==> src/rtl/fpsr_pkg.sv <==
package fpsr_pkg;
  localparam int EXC_W     = 5;
  localparam int REG_W     = 32;
  localparam int CEXC_LSB  = 0;
  localparam int AEXC_LSB  = CEXC_LSB + EXC_W;
  localparam int TEM_LSB   = CEXC_LSB + 23;
  localparam int TTYPE_LSB = 14;
  localparam int TTYPE_W   = 3;
  localparam int RD_LSB    = 30;
  localparam int RD_W      = 2;

  localparam logic [TTYPE_W-1:0] TT_IEEE = 3'd1;

  typedef enum logic [1:0] {
    RM_NEAR = 2'd0,
    RM_ZERO = 2'd1,
    RM_UP   = 2'd2,
    RM_DOWN = 2'd3
  } roundMode_e;

  typedef struct packed {
    logic writeCexc;
    logic accrue;
    logic setTrapType;
    logic softLoad;
  } fsrStrobe_t;
endpackage

==> src/rtl/fpsr_ctrl.sv <==
module fpsr_ctrl
  import fpsr_pkg::*;
(
  input  logic             clk,
  input  logic             rstN,
  input  logic             updValid,
  input  logic [EXC_W-1:0] excFlags,
  input  logic             ldValid,
  input  logic [EXC_W-1:0] trapEn,
  output fsrStrobe_t       strb,
  output logic             trapReq
);
  logic anyExc;
  logic enabledHit;

  assign anyExc     = |excFlags;
  assign enabledHit = |(excFlags & trapEn);

  always_comb begin
    strb             = '0;
    strb.writeCexc   = updValid && anyExc;
    strb.setTrapType = strb.writeCexc && enabledHit;
    strb.accrue      = strb.writeCexc && !enabledHit;
    // an exception update outranks a software load in the same cycle
    strb.softLoad    = ldValid && !strb.writeCexc;
  end

  always_ff @(posedge clk or negedge rstN) begin
    if (!rstN) trapReq <= 1'b0;
    else       trapReq <= strb.setTrapType;
  end
endmodule

==> src/rtl/fpsr_datapath.sv <==
module fpsr_datapath
  import fpsr_pkg::*;
#(
  parameter logic [REG_W-1:0] WR_MASK = 32'hCF80_03FF
)(
  input  logic             clk,
  input  logic             rstN,
  input  fsrStrobe_t       strb,
  input  logic [EXC_W-1:0] excFlags,
  input  logic [REG_W-1:0] ldData,
  input  logic             opToInt,
  output logic [EXC_W-1:0] trapEn,
  output logic [REG_W-1:0] fsrQ,
  output logic [RD_W-1:0]  roundMode
);
  logic [REG_W-1:0] fsrNxt;
  logic [EXC_W-1:0] cexcNxt;
  logic [EXC_W-1:0] aexcNxt;
  roundMode_e       rdDecoded;

  // per-bit exception capture and sticky accrual
  for (genvar i = 0; i < EXC_W; i++) begin : g_exc
    assign cexcNxt[i] = strb.writeCexc ? excFlags[i] : fsrQ[CEXC_LSB+i];
    assign aexcNxt[i] = strb.accrue ? (fsrQ[AEXC_LSB+i] | excFlags[i])
                                    : fsrQ[AEXC_LSB+i];
  end

  always_comb begin
    if (strb.softLoad) begin
      fsrNxt = (ldData & WR_MASK) | (fsrQ & ~WR_MASK);
    end else begin
      fsrNxt = fsrQ;
      fsrNxt[CEXC_LSB +: EXC_W] = cexcNxt;
      fsrNxt[AEXC_LSB +: EXC_W] = aexcNxt;
      if (strb.setTrapType) fsrNxt[TTYPE_LSB +: TTYPE_W] = TT_IEEE;
    end
  end

  always_ff @(posedge clk or negedge rstN) begin
    if (!rstN) fsrQ <= '0;
    else       fsrQ <= fsrNxt;
  end

  assign trapEn = fsrQ[TEM_LSB +: EXC_W];

  always_comb begin
    unique case (fsrQ[RD_LSB +: RD_W])
      2'd0:    rdDecoded = RM_NEAR;
      2'd2:    rdDecoded = RM_UP;
      2'd3:    rdDecoded = RM_DOWN;
      default: rdDecoded = RM_ZERO;
    endcase
  end

  assign roundMode = opToInt ? RM_ZERO : rdDecoded;
endmodule

==> src/rtl/fpsr_unit.sv <==
module fpsr_unit
  import fpsr_pkg::*;
#(
  parameter logic [31:0] WR_MASK = 32'hCF80_03FF
)(
  input  logic        clk,
  input  logic        rstN,
  input  logic        updValid,
  input  logic [4:0]  excFlags,
  input  logic        ldValid,
  input  logic [31:0] ldData,
  input  logic        opToInt,
  output logic [31:0] fsrOut,
  output logic [1:0]  roundMode,
  output logic        trapReq
);
  fsrStrobe_t       strb;
  logic [EXC_W-1:0] trapEn;

  fpsr_ctrl u_ctrl (
    .clk      (clk),
    .rstN     (rstN),
    .updValid (updValid),
    .excFlags (excFlags),
    .ldValid  (ldValid),
    .trapEn   (trapEn),
    .strb     (strb),
    .trapReq  (trapReq)
  );

  fpsr_datapath #(.WR_MASK(WR_MASK)) u_dp (
    .clk       (clk),
    .rstN      (rstN),
    .strb      (strb),
    .excFlags  (excFlags),
    .ldData    (ldData),
    .opToInt   (opToInt),
    .trapEn    (trapEn),
    .fsrQ      (fsrOut),
    .roundMode (roundMode)
  );
endmodule

==> config.mk <==
export PLATFORM = sky130hd
export DESIGN_NAME = fpsr_unit
export DESIGN_NICKNAME = d
export VERILOG_FILES = /design/src/rtl/fpsr_pkg.sv /design/src/rtl/fpsr_ctrl.sv /design/src/rtl/fpsr_datapath.sv /design/src/rtl/fpsr_unit.sv
export SDC_FILE = /design/constraint.sdc
export NUM_CORES = 1
export LEC_CHECK = 0
export ABC_AREA = 1
export BUFFER_PORTS_ARGS = -buffer_cell sky130_fd_sc_hd__buf_2
export CORE_ASPECT_RATIO = 0.5
export CORE_MARGIN = 4
export CORE_UTILIZATION = 36
export DETAILED_ROUTE_END_ITERATION = 12
export GPL_TIMING_DRIVEN = 0
export PLACE_DENSITY = 0.75
export SLEW_MARGIN = 20
export SYNTH_ARGS = -nofsm -noshare
export SYNTH_HDL_FRONTEND = slang
export SYNTH_HIERARCHICAL = 1
export SYNTH_SLANG_ARGS = --single-unit
==> constraint.sdc <==
create_clock -name clk -period 1.05 [get_ports clk]
set_input_delay 0.105 -clock clk [delete_from_list [all_inputs] [get_ports clk]]
set_output_delay 0.105 -clock clk [all_outputs]
set_load 0.005 [all_outputs]
==> results.yml <==
outcome:
  run_status: "complete, but fails checks"
  violations_in_the_final_reports: "setup timing"
clock_network:
  h_tree_depth: 1
  ctsLongestPathBuffers: 2
  clock_insertion_delay_worst_skew_ns: 0.26
  clkTransAtPathRegs_ns: 0.08
  tritoncts.num_buffers: 3
  cts_num_sinks: 19
  ctsRootBufferMaster: "clkbuf_8"
  cts_tree: "yes"
route:
  remaining_drc_errors: 0
  num_vias: 1026
  wl_per_cell_um: 10.82
  postRouteWirelength_mm: 2.717
  route.antenna.remaining_nets: 0
  drt_iter0_drc: 36
  vias_per_cell: 4.088
  firstDrtPassIters: 4
yosys:
  ffs_latches_synth: 19
  yosys.cell_count.top_type: "nand2_1"
  yosys.area.top_type_share_pct: 43.78
  muxShareOfSynthArea_pct: 0
  number_of_flops_mapped_to_enable_cells_by_yosys: 0
  synth_xor_xnor_area_share_pct: 0
  synth_area_mm2: 0.001086
  synth_cell_type_count: 18
  syn_area_per_cell_um2: 7.595
  synthesized_area_fraction_occupied_by_adder_cells_pct: 0
  netlist_top_cells_area: "dfrtp_1, nand2_1, buf_4, a21oi_1, inv_1"
  ys.flop_type: "dfrtp_1"
  synth-seq-area-share_pct: 43.78
  synthTopCellsByCount: "nand2_1, buf_4, dfrtp_1"
  synthesis.yosys.warnings: 6
  yosys.area_share.simple_pct: 26.96
  synth_compound_gate_area_share_pct: 7.028
  synth_largest_area_cell: "dfrtp_1"
  netlist_instances: 143
  async_reset_ff_share_pct: 100.0
  synth_top_family_by_area: "simple AND/OR/NAND/NOR gates"
finish:
  area_growth_syn_to_layout_pct: 45.74
  diodes: 0
  postLayoutCellArea_mm2: 0.001583
  nets: 257
  fill_cells: 251
  fin_util_pct: 57.92
  final_layout_size_suffix_gt1_share_pct: 44.39
timing:
  final_max_tran_viols: 0
  timing_hold_violations_final: 0
  timing.final.crit_share_pct: 118.0
  clock.fmax_mhz: 807.1
  setup_total_negative_slack_ns: -1.132
  finalCriticalPeriod_ns: 1.239
  final.setup_skew_ns: 0.006882
  finalWorstSetupSlack_ns: -0.1890
  rsz0062_at_grt: "yes"
  setup_viol_count_final: 8
setup_path:
  reg2reg_from: "u_dp/fsrQ[24]"
  cp_cell_sequence: "buf_4 > nand2_2 > nand2_1 > nor2_2 > nand2_2 > nor2_4 > a21oi_1 > a21oi_1"
  startpoint_type: "register"
  timing.critical_path.arrival_ns: 1.43
  critical_path.endpoint_type: "register"
  worstPathMaxFanout: 5
  path_class: "register to register"
  timing.critical_path.required_ns: 1.24
  setup.worst_path.start: "u_dp/fsrQ[24]"
  worst_path_slowest_cell: "dfrtp_1"
  critPathMaxStageDelay_ns: 0.38
placement:
  io_buffers: 47
  dpl_worst_slack_ns: -0.2215
  detailedPlacementHpwl_mm: 1.998
  postPlaceCellArea_mm2: 0.001419
  place.gp.congestion: 0.7928
floorplan:
  design.die.area_mm2: 0.004013
  num_rows: 13
  design.core.area_mm2: 0.002733
  horiz_die_dim_um: 85.68
  start_util_pct: 39.74
  chip_height_um: 46.84
  pin_count: 77
job:
  max-cap-violations: 0
grt:
  grt_pass1_wl_mm: 4.236
  globalRoute.totalOverflow: 0
  global_route.usage.total_pct: 13.48
  grt_pass1_vias: 949
  grt_antenna_before_repair: 0
  grt_max_degree: 20
worst_hold_path:
  hold_class: "input pin to register"
  min-delay-start: "ldData[23]"
pwr:
  irDropWorstVdd_mv: 0.4334
  p_leak_nw: 0.9579
  power-per-cell-area_mw_per_mm2: 1255
[worst paths after layout]
path / cells after the start / slack, ns / end
max in group asynchronous: 2 / 0.43 / u_dp/fsrQ[7]
max reg2reg: 8 / -0.19 / u_dp/fsrQ[8]
min: 3 / 0.04 / u_dp/fsrQ[23]
max: 8 / -0.19 / u_dp/fsrQ[8]
min reg2reg: 1 / 0.47 / u_dp/fsrQ[14]
min in group asynchronous: 2 / 0.31 / u_dp/fsrQ[23]
[cell usage in the layout, fill, tap and decap left out]
master / instances
dlygate4sd3_1: 1
nand2_1: 50
conb_1: 14
nand3_2: 2
nand2_4: 3
or2_4: 1
a21o_1: 1
buf_6: 5
buf_4: 24
a21oi_4: 1
nor2_4: 1
buf_2: 45
a21oi_1: 10
inv_2: 3
inv_1: 12
buf_12: 1
dfrtp_1: 19
nand2_2: 3
clkbuf_8: 3
o21ai_1: 2
nor2_2: 2
clkinv_2: 1
nor2_1: 10
[kinds of logic (layout without fill, tap and decap cells)]
group | count (synthesis) | count (layout)
AND/OR/NAND/NOR | 72 | 72
flip-flops | 19 | 19
other | 1 | 14
AO/OA/AOI/OAI | 14 | 14
buffers and inverters | 37 | 95
[registers in the layout (all words and copies together) (netlist names)]
name and cells:
u_dp/fsrQ 18, u_ctrl/trapReq 1
[critical path: cells and delay by family (launching register included)]
family	cells	cell delay, ns
AO/OA/AOI/OAI	2	0.22
buffers and inverters	1	0.13
flip-flops	1	0.38
AND/OR/NAND/NOR	5	0.43
[area by class of cell]
| class | count | area (um^2) | area share [%] |
|---|---|---|---|
| Buffer | 22 | 185.2 | 11.70 |
| Clock buffer | 3 | 41.29 | 2.609 |
| Clock inverter | 1 | 5.005 | 0.3162 |
| Inverter | 15 | 56.30 | 3.557 |
| Multi-Input combinational cell | 100 | 466.7 | 29.49 |
| Sequential cell | 19 | 475.5 | 30.04 |
| Tap cell | 37 | 46.29 | 2.925 |
| Timing Repair Buffer | 54 | 306.5 | 19.37 |
[stage by stage]
stage | power, mW | hold WS (ns) | std cells
after floorplan | 1.174 | -0.1906 | 156
after global placement | 1.372 | 0.05973 | 240
after detailed placement | 1.386 | 0.06958 | 240
after CTS | 1.971 | 0.04041 | 250
after global routing | 2.117 | 0.04659 | 251
final | 1.986 | 0.04252 | 251
[repair_timing]
item | 4_1_cts | 5_1_grt
hold endpoints to repair | 19 | 0
pin swaps | 4 | 1
resized for setup | 10 | 4
hold buffers | 1 | 0
endpoints found under the setup margin | 7 | 13
buffers inserted | 5 | 1
[power breakdown]
part	switching, mW	leakage, nW	internal, mW
logic	0.290	0.711	0.316
clock network	0.248	0.0255	0.264
registers	0.0462	0.222	0.821
total	0.585	0.958	1.40
[per-layer routing]
layer | routed length (um) | share of wire, % | track usage [%]
met4 | 25 | 0.92 | 4.732
met3 | 173 | 6.4 | 2.977
met1 | 1094 | 40 | 15.38
met5 | 0 | 0 | 0
met2 | 1423 | 52 | 26.08
Note: power is estimated with default switching activity, not from simulation.
